<file path="src/rtl/gpio_pkg.sv">
// Shared definitions for the GPIO port: register address encoding.
// Assumes a two-bit register address on the bus.
package gpio_pkg;
    localparam int GPIO_AW = 2;

    typedef enum logic [GPIO_AW-1:0] {
        REG_PINS  = 2'd0,
        REG_DRIVE = 2'd1,
        REG_DIR   = 2'd2,
        REG_NONE  = 2'd3
    } gpio_reg_e;
endpackage

</file>
<file path="src/rtl/gpio_sync.sv">
// Two-stage synchronizer for the raw pin levels.
// Assumes the pins are asynchronous to clk; resets both stages to zero.
module gpio_sync #(
    parameter int WIDTH = 8
) (
    input  logic             clk,
    input  logic             rst_n,
    input  logic [WIDTH-1:0] async_in,
    output logic [WIDTH-1:0] sync_out
);
    logic [WIDTH-1:0] stage1_q;
    logic [WIDTH-1:0] stage2_q;

    // Shift pin levels through two flops.
    always_ff @(posedge clk) begin
        if (!rst_n) begin
            stage1_q <= '0;
            stage2_q <= '0;
        end else begin
            stage1_q <= async_in;
            stage2_q <= stage1_q;
        end
    end

    assign sync_out = stage2_q;
endmodule

</file>
<file path="src/rtl/gpio_regs.sv">
// Direction and output-latch registers of the port.
// Assumes claim_mask marks the bits currently taken by the oscillator;
// those latch bits are cleared and protected from writes.
module gpio_regs
    import gpio_pkg::*;
#(
    parameter int WIDTH = 8
) (
    input  logic             clk,
    input  logic             rst_n,
    input  logic             wr_en,
    input  gpio_reg_e        wr_sel,
    input  logic [WIDTH-1:0] wr_data,
    input  logic [WIDTH-1:0] claim_mask,
    output logic [WIDTH-1:0] dir_q,
    output logic [WIDTH-1:0] latch_q
);
    logic latch_hit;
    logic dir_hit;

    // Decode which register a write lands in.
    always_comb begin
        latch_hit = wr_en && (wr_sel == REG_PINS || wr_sel == REG_DRIVE);
        dir_hit   = wr_en && (wr_sel == REG_DIR);
    end

    // Update direction register; reset leaves every pin an input.
    always_ff @(posedge clk) begin
        if (!rst_n) begin
            dir_q <= '1;
        end else if (dir_hit) begin
            dir_q <= wr_data;
        end
    end

    // Update latch; claimed bits are forced to zero.
    always_ff @(posedge clk) begin
        if (!rst_n) begin
            latch_q <= '0;
        end else if (latch_hit) begin
            latch_q <= wr_data & ~claim_mask;
        end else begin
            latch_q <= latch_q & ~claim_mask;
        end
    end
endmodule

</file>
<file path="src/rtl/gpio_pad_ctl.sv">
// Per-bit selection of pin drive data and enable.
// Priority per bit: oscillator claim, then peripheral override, then
// the general-purpose direction and latch.
module gpio_pad_ctl #(
    parameter int WIDTH = 8
) (
    input  logic [WIDTH-1:0] dir_q,
    input  logic [WIDTH-1:0] latch_q,
    input  logic [WIDTH-1:0] claim_mask,
    input  logic [WIDTH-1:0] periph_en,
    input  logic [WIDTH-1:0] periph_out,
    input  logic [WIDTH-1:0] periph_oe,
    output logic [WIDTH-1:0] pin_out,
    output logic [WIDTH-1:0] pin_oe
);
    for (genvar i = 0; i < WIDTH; i++) begin : g_bit
        // Pick drive source for one pin.
        always_comb begin
            if (claim_mask[i]) begin
                pin_out[i] = 1'b0;
                pin_oe[i]  = 1'b0;
            end else if (periph_en[i]) begin
                pin_out[i] = periph_out[i];
                pin_oe[i]  = periph_oe[i];
            end else begin
                pin_out[i] = latch_q[i];
                pin_oe[i]  = ~dir_q[i];
            end
        end
    end
endmodule

</file>
<file path="src/rtl/gpio_port.sv">
// Memory-mapped bidirectional GPIO port (top).
// Assumes a single clock domain for the bus; pins are synchronized.
// Read data is combinational and zero when no read is strobed.
module gpio_port
    import gpio_pkg::*;
#(
    parameter int              WIDTH          = 8,
    parameter int              OSC_BITS       = 2,
    parameter logic [WIDTH-1:0] ANALOG_CAPABLE = 8'h2F
) (
    input  logic                clk,
    input  logic                rst_n,
    input  logic [GPIO_AW-1:0]  bus_addr,
    input  logic                bus_wr,
    input  logic [WIDTH-1:0]    bus_wdata,
    input  logic                bus_rd,
    output logic [WIDTH-1:0]    bus_rdata,
    input  logic [WIDTH-1:0]    pin_in,
    output logic [WIDTH-1:0]    pin_out,
    output logic [WIDTH-1:0]    pin_oe,
    input  logic [WIDTH-1:0]    analog_sel,
    input  logic                osc_claim,
    input  logic [WIDTH-1:0]    periph_en,
    input  logic [WIDTH-1:0]    periph_out,
    input  logic [WIDTH-1:0]    periph_oe
);
    localparam logic [WIDTH-1:0] OSC_MASK = ~({WIDTH{1'b1}} >> OSC_BITS);

    logic [WIDTH-1:0] claim_mask;
    logic [WIDTH-1:0] analog_mask;
    logic [WIDTH-1:0] pins_sync;
    logic [WIDTH-1:0] dir_q;
    logic [WIDTH-1:0] latch_q;
    gpio_reg_e        sel;

    // Derive per-bit masks from the configuration inputs.
    always_comb begin
        claim_mask  = osc_claim ? OSC_MASK : '0;
        analog_mask = analog_sel & ANALOG_CAPABLE;
        sel         = gpio_reg_e'(bus_addr);
    end

    gpio_sync #(.WIDTH(WIDTH)) u_sync (
        .clk      (clk),
        .rst_n    (rst_n),
        .async_in (pin_in),
        .sync_out (pins_sync)
    );

    gpio_regs #(.WIDTH(WIDTH)) u_regs (
        .clk        (clk),
        .rst_n      (rst_n),
        .wr_en      (bus_wr),
        .wr_sel     (sel),
        .wr_data    (bus_wdata),
        .claim_mask (claim_mask),
        .dir_q      (dir_q),
        .latch_q    (latch_q)
    );

    gpio_pad_ctl #(.WIDTH(WIDTH)) u_pad (
        .dir_q      (dir_q),
        .latch_q    (latch_q),
        .claim_mask (claim_mask),
        .periph_en  (periph_en),
        .periph_out (periph_out),
        .periph_oe  (periph_oe),
        .pin_out    (pin_out),
        .pin_oe     (pin_oe)
    );

    // Select read data; claimed bits read zero everywhere.
    always_comb begin
        bus_rdata = '0;
        if (bus_rd) begin
            case (sel)
                REG_PINS:  bus_rdata = pins_sync & ~analog_mask & ~claim_mask;
                REG_DRIVE: bus_rdata = latch_q & ~claim_mask;
                REG_DIR:   bus_rdata = dir_q & ~claim_mask;
                default:   bus_rdata = '0;
            endcase
        end
    end
endmodule

</file>
<file path="config.mk">
export PLATFORM = sky130hd
export DESIGN_NAME = gpio_port
export DESIGN_NICKNAME = d
export VERILOG_FILES = /design/src/rtl/gpio_pkg.sv /design/src/rtl/gpio_sync.sv /design/src/rtl/gpio_regs.sv /design/src/rtl/gpio_pad_ctl.sv /design/src/rtl/gpio_port.sv
export SDC_FILE = /design/constraint.sdc
export NUM_CORES = 1
export LEC_CHECK = 0
export BUFFER_PORTS_ARGS = -buffer_cell sky130_fd_sc_hd__clkbuf_2
export CAP_MARGIN = 20
export CORE_ASPECT_RATIO = 1.4
export CORE_UTILIZATION = 43
export CTS_CLUSTER_SIZE = 8
export DETAILED_ROUTE_END_ITERATION = 8
export GPL_TIMING_DRIVEN = 0
export MAX_ROUTING_LAYER = met4
export PLACE_DENSITY = 0.78
export SLEW_MARGIN = 20
export SYNTH_ARGS = -nofsm -noshare
export SYNTH_HDL_FRONTEND = slang
export SYNTH_SLANG_ARGS = --single-unit
</file>
<file path="constraint.sdc">
create_clock -name clk -period 1.27 [get_ports clk]
set_input_delay 0.127 -clock clk [delete_from_list [all_inputs] [get_ports clk]]
set_output_delay 0.127 -clock clk [all_outputs]
set_load 0.02 [all_outputs]
</file>
==> impl_metrics.yaml, run 1 <==
synthesis:
  synth-xor-area-share_pct: 0
  synth_mux_area_share_pct: 8.42
  synthAdderAreaFrac_pct: 0
  syn_nets: 224
  syn_area_per_cell_um2: 8.44
  synth_top_family_by_area: "simple AND/OR/NAND/NOR gates"
  ys_ff_latch: 32
  synth-simple-area-share_pct: 32.7
  syn-cell-area_mm2: 0.00143
  ys_types: 21
  yosys_warnings: 0
  synth_compound_area_share_pct: 11.1
  netlist_instances: 169
  synth_seq_area_share_pct: 44.9
final_layout:
  nets: 308
  final_layout_size_suffix_gt1_share_pct: 40.9
  area_growth_pct: 44.2
  fin_util_pct: 65.9
  instances_no_fill: 293
  n_antenna_cell: 0
sta:
  setup_ws_ns: -0.182
  holdWs_ns: 0.0414
  finalSetupViolCount: 7
  setup_total_negative_slack_ns: -0.960
  period_share_pct: 114
  max_slew_margin_pct: 70.0
  hold_viol: 0
  fin_skew_ns: 0.00443
  tightest_slew_ns: 0.450
  fmax_ghz: 0.689
  grt_setup_unrepaired: "yes"
  post-route-min-period_ns: 1.45
  slew_violations: 0
die:
  dieHeight_um: 70.1
  fp.dieArea_mm2: 0.00355
  io-pin-count: 79
  fp-row-count: 24
  start_util_pct: 45.7
  die_w_um: 50.7
  coreArea_mm2: 0.00312
min_path:
  whs_endpoint: "u_sync.stage1_q[2]"
  holdPathStages: 2
  hp-class: "input port to register"
  min-delay-start: "pin_in[2]"
worst_setup_path:
  r2r_cells: 3
  worstPathArrival_ns: 1.33
  rr_startpoint: "u_regs.latch_q[7]"
  cp-start-kind: "register"
  worstSetupEndpointType: "output pin"
  required_ns: 1.14
  cp_max_fo: 1
  r2r_slack_ns: 0.55
  timing.rr.end: "u_regs.latch_q[7]"
  worst-setup-path-type: "register to output pin"
global_route:
  grt_pass1_vias: 1320
  grt_pass1_wl_mm: 5.66
  antenna_found_initial: 0
  grt.overflow.total: 0
  grt_usage_pct: 22.3
  grt_max_degree: 12
placed_design:
  dp_cells: 283
  place.gp.congestion: 0.779
  dp_hpwl_mm: 2.59
  portBuffers: 75
detailed_routing:
  vias_per_cell: 4.97
  dr_total_vias: 1457
  drt.antenna.violating_nets: 0
  drtPass1Iterations: 4
  drt_iter0_drc: 39
  drc: 0
  routed_wl_mm: 3.54
  wl_per_cell_um: 12.1
cts:
  tritoncts: "yes"
  h-tree-depth: 2
  cts_root_buf: "clkbuf_8"
  max-clock-path-buffers: 2
  clk_latency_ns: 0.28
  cts_hold_buffers: 0
  cts_sinks: 32
  clk_pin_slew_ns: 0.07
  cts_made_buffers: 5
run_status:
  violations: "setup timing"
  status: "complete, but fails checks"
power:
  p_per_area_mw_per_mm2: 1180
  peakVddDrop_v: 0.00113
  power.leakage_uw: 0.000986
run:
  maxCapViolCount: 0
-- area by class of cell --
type | count | area, um2
well taps | 39 | 48.8
multi-input cells | 128 | 769
clock buffers | 5 | 68.8
flip-flops and latches | 32 | 644
repair buffers | 77 | 437
fillers | 295 | 1070
plain buffers | 9 | 46.3
clock inverters | 3 | 42.5
-- cells in the mapped netlist --
cell      count  area share [%]
nand2_1      43              11
dfxtp_1      32              45
and2_1       16             7.0
nand3_1      14             4.9
mux2_2        8             6.3
clkbuf_1      7             1.8
o21ai_0       7             2.5
a21boi_0      6             3.2
nor2_1        6             1.6
o211ai_1      5             2.6
or4b_1        5             3.5
a21oi_1       4             1.4
nor2b_1       4             1.8
mux2i_1       3             2.1
a32o_1        2             1.4
nand2b_1      2            0.88
and3b_1       1            0.61
buf_1         1            0.26
buf_6         1            0.79
nand2b_2      1            0.61
nand3b_1      1            0.53
-- critical path: stages (launching register included) --
cell	delay, ns
dfxtp_1	0.32
or4b_4	0.45
o211ai_1	0.10
buf_4	0.17
-- cells in the final DEF, fill, tap and decap left out --
cell        Yosys  layout
nand2b_1        2       2
or4b_1          5       2
a21boi_0        6       6
mux2_2          8       6
buf_2           0       1
clkbuf_4        0       2
nor2b_1         4       4
buf_6           1       3
buf_8           0       1
o21ai_1         0       1
o21ai_0         7       6
nand2b_4        0       1
a32o_2          0       1
dfxtp_1        32      29
o211ai_1        5       5
dfxtp_2         0       3
a21oi_1         4       4
buf_4           0       7
a32o_1          2       1
clkinv_2        0       1
mux2i_1         3       3
clkbuf_2        0      65
clkinvlp_4      0       1
and3b_1         1       1
clkbuf_1        7       5
buf_1           1       1
or4b_4          0       3
mux2_4          0       2
and2_1         16      16
nor2_1          6       6
clkbuf_8        0       6
bufinv_16       0       1
nand3_1        14      14
nand2_1        43      43
nand3b_1        1       1
-- cells by family after synthesis --
logic type	after synthesis
buf+inv	9
compound gates	24
simple gates	93
flops	32
mux	11
-- repair_timing --
item | in CTS | in global routing
pin swaps | 8 | 3
resized for setup | 18 | 19
setup endpoints to repair | 8 | 9
cloned | 0 | 0
setup buffers | 1 | 1
-- metrics by stage --
step                      setup WS, ns  instance area (um2)  power [uW]
after floorplan                0.00383                 1430        1290
after global placement          -0.293                 1850        1460
after detailed placement        -0.292                 1850        1470
after CTS                       -0.212                 2020        2440
after global routing            -0.256                 2060        2530
final                           -0.182                 2060        2420
-- worst max-delay path by stage --
| stage | start | slack [ns] | endpoint |
|---|---|---|---|
| 6_report | u_sync.sync_out[5] | -0.18 | bus_rdata[5] |
| 5_1_grt | u_sync.sync_out[5] | -0.26 | bus_rdata[5] |
| 4_1_cts | u_sync.sync_out[2] | -0.21 | bus_rdata[2] |
| 3_5_place_dp | bus_addr[0] | -0.29 | bus_rdata[6] |
| 3_3_place_gp | bus_addr[0] | -0.29 | bus_rdata[6] |
| 2_1_floorplan | bus_addr[1] | 0.004 | bus_rdata[1] |
-- report_power, final --
group          switching (uW)  internal [uW]  total, uW  leakage (uW)
sequential               22.8           1050       1070      0.000265
clock                     376            580        956     0.0000541
combinational             209            186        395      0.000667
total                     608           1820       2420      0.000986
-- sequential cells by signal, summed over array words and instances, names as in the netlist --
signal and cells:
u_sync.sync_out 8, u_regs.latch_q 8, u_regs.dir_q 8, u_sync.stage1_q 8
-- per-layer routing --
layer / track usage (%) / wire length, um
met1: 21.2 / 1340
met2: 40.3 / 1920
met3: 8.50 / 248
met4: 6.79 / 27
met5: - / 0
Power figures use the tool's default switching activity.
==> run 2, diff against run 1 <==
--- a/config.mk
+++ b/config.mk
@@ -8,12 +8,13 @@
 export BUFFER_PORTS_ARGS = -buffer_cell sky130_fd_sc_hd__clkbuf_2
 export CAP_MARGIN = 20
 export CORE_ASPECT_RATIO = 1.4
-export CORE_UTILIZATION = 43
+export CORE_UTILIZATION = 39
 export CTS_CLUSTER_SIZE = 8
 export DETAILED_ROUTE_END_ITERATION = 8
 export GPL_TIMING_DRIVEN = 0
 export MAX_ROUTING_LAYER = met4
-export PLACE_DENSITY = 0.78
+export PLACE_DENSITY = 0.75
+export REMOVE_ABC_BUFFERS = 1
 export SLEW_MARGIN = 20
 export SYNTH_ARGS = -nofsm -noshare
 export SYNTH_HDL_FRONTEND = slang
==> constraint.sdc (replaced) <==
create_clock -name clk -period 1.2 [get_ports clk]
set_input_delay 0.12 -clock clk [delete_from_list [all_inputs] [get_ports clk]]
set_output_delay 0.12 -clock clk [all_outputs]
set_load 0.02 [all_outputs]
==> run 2 against run 1 <==
Against the previous run:
- the run still ends with setup timing left
- hold slack better by 0.0092 ns
- cell count fell by 2.7%
- design area shrank 0.61%
- routed wire length fell by 1.5%
- combinational power up 4%
- utilization decreased by 6.4 points
- power increased by 9.5%
- critical endpoint is now bus_rdata[3]
==> impl_metrics.yaml, run 2 (synthesis results as in run 1) <==
die:
  die_w_um: 53.1
  dieHeight_um: 73.6
  coreArea_mm2: 0.00344
  fp-row-count: 25
  start_util_pct: 41.5
  io-pin-count: 79
  fp.dieArea_mm2: 0.00391
cts:
  clk_latency_ns: 0.27
  cts_made_buffers: 5
  max-clock-path-buffers: 2
  clk_pin_slew_ns: 0.06
  cts_root_buf: "clkbuf_8"
  h-tree-depth: 2
  tritoncts: "yes"
  cts_sinks: 32
sta:
  tightest_slew_ns: 0.630
  setup_ws_ns: -0.204
  period_share_pct: 117
  slew_violations: 0
  fin_skew_ns: 0.00247
  setup_total_negative_slack_ns: -1.29
  grt_setup_unrepaired: "yes"
  post-route-min-period_ns: 1.40
  finalSetupViolCount: 8
  max_slew_margin_pct: 57.9
  fmax_ghz: 0.712
  hold_viol: 0
placed_design:
  dp_cells: 275
  place.gp.congestion: 0.729
  dp_hpwl_mm: 2.43
  portBuffers: 75
detailed_routing:
  vias_per_cell: 4.98
  met2_length_mm: 1.77
  wl_per_cell_um: 12.2
  drtPass1Iterations: 4
  drt_iter0_drc: 44
  dr_total_vias: 1419
  routed_wl_mm: 3.48
  drt.antenna.violating_nets: 0
  dr.max_layer_used: "met4"
  drc: 0
  m1WireLength_mm: 1.41
  wl_met3_um: 222
power:
  p_comb_share_pct: 15.4
  swShare_pct: 23.3
  p_seq_share_pct: 42.9
  peakVddDrop_v: 0.000961
  internal-power_uw: 2040
  switchingPower_uw: 619
  p_clk_share_pct: 41.7
  power.leakage_uw: 0.000977
  p_per_area_mw_per_mm2: 1300
final_layout:
  regArea_um2: 647
  final_layout_size_suffix_gt1_share_pct: 43.3
  final_common_cell: "clkbuf_2"
  fill_cells: 333
  instances_no_fill: 285
  n_antenna_cell: 0
  nets: 299
  most-common-layout-cells: "clkbuf_2, nand2_1, dfxtp_1, and2_1, nand3_1"
  area_growth_pct: 43.3
  multi_input_area_um2: 781
global_route:
  grt_pass1_vias: 1233
  grt_usage_pct: 19.4
  grt.overflow.total: 0
  grt_pass1_wl_mm: 5.31
  grt_max_degree: 32
  antenna_found_initial: 0
worst_setup_path:
  required_ns: 1.08
  cp-start-kind: "register"
  worstSetupEndpointType: "output pin"
  worstPathArrival_ns: 1.28
  cpMaxStageDelayCell: "or4b_4"
  cp_max_fo: 1
  worstPathBufferInverterCount: 1
  crit_path_cell_trace: "or4b_4 > o211ai_1 > buf_4"
  worst-setup-path-type: "register to output pin"
  critical-path-top-delay-family: "simple AND/OR/NAND/NOR gates"
  max_stage_delay_ns: 0.44
run_status:
  status: "complete, but fails checks"
  violations: "setup timing"
run:
  maxCapViolCount: 0
min_path:
  hp-class: "input port to register"
-- run 2: cell types whose count changed in the layout (fill, tap and decap cells not counted), moves of 2 or more --
cell	change
clkbuf_4	-2
clkbuf_1	-5
nor2_1	-2
or4b_1	+2
clkbuf_8	+2
clkbuf_2	-2
or4b_4	-2
dfxtp_1	-2
nor2_2	+2
nor2b_1	-2
dfxtp_2	+2
-- run 2: power groups by stage --
stage / Sequential (uW) / Combinational [uW] / Clock (uW)
floorplan: 1150 / 195 / 0
global placement: 1160 / 368 / 0
detailed placement: 1160 / 376 / 0
CTS: 1140 / 395 / 1130
global route: 1140 / 445 / 1190
finish: 1140 / 409 / 1110
-- run 2: layout make-up --
class / count / share of cell area [%]
multi-input combinational: 128 / 38.2
sequential: 32 / 31.6
timing repair buffer: 77 / 21.5
clock buffer: 7 / 4.71
tap: 40 / 2.45
clock inverter: 1 / 1.47
-- run 2: what timing repair did --
item                       4_1_cts  5_1_grt
hold buffers                     0        0
setup endpoints to repair        8       14
gates resized for setup         17       26
setup buffers                    2        0
pin swaps                        7        2
-- run 2: layer usage --
layer / global-route usage, % / vias to the layer above
met5: - / -
met1: 21.6 / 624
li1: - / 727
met2: 31.9 / 59
met4: 10.2 / 0
met3: 4.14 / 9
-- run 2: through the flow --
stage               setup slack [ns]  hold slack [ns]  utilization, %  area (um2)  total power (uW)
global route                  -0.281           0.0370            59.4        2040              2780
global placement              -0.304            0.326            52.6        1810              1530
detailed placement            -0.308            0.329            52.6        1810              1530
floorplan                    0.00582            0.192               -        1390              1350
CTS                           -0.244           0.0433            58.3        2010              2660
finish                        -0.204           0.0506            59.4        2040              2650
-- run 2: path summary, 6_finish.rpt --
path | slack [ns] | cells after the start | to | start
max | -0.20 | 3 | bus_rdata[3] | u_sync.sync_out[3]
max reg2reg | 0.49 | 3 | u_regs.latch_q[7] | u_regs.latch_q[7]
min reg2reg | 0.43 | 1 | u_sync.sync_out[2] | u_sync.stage1_q[2]
min | 0.05 | 2 | u_sync.stage1_q[5] | pin_in[5]
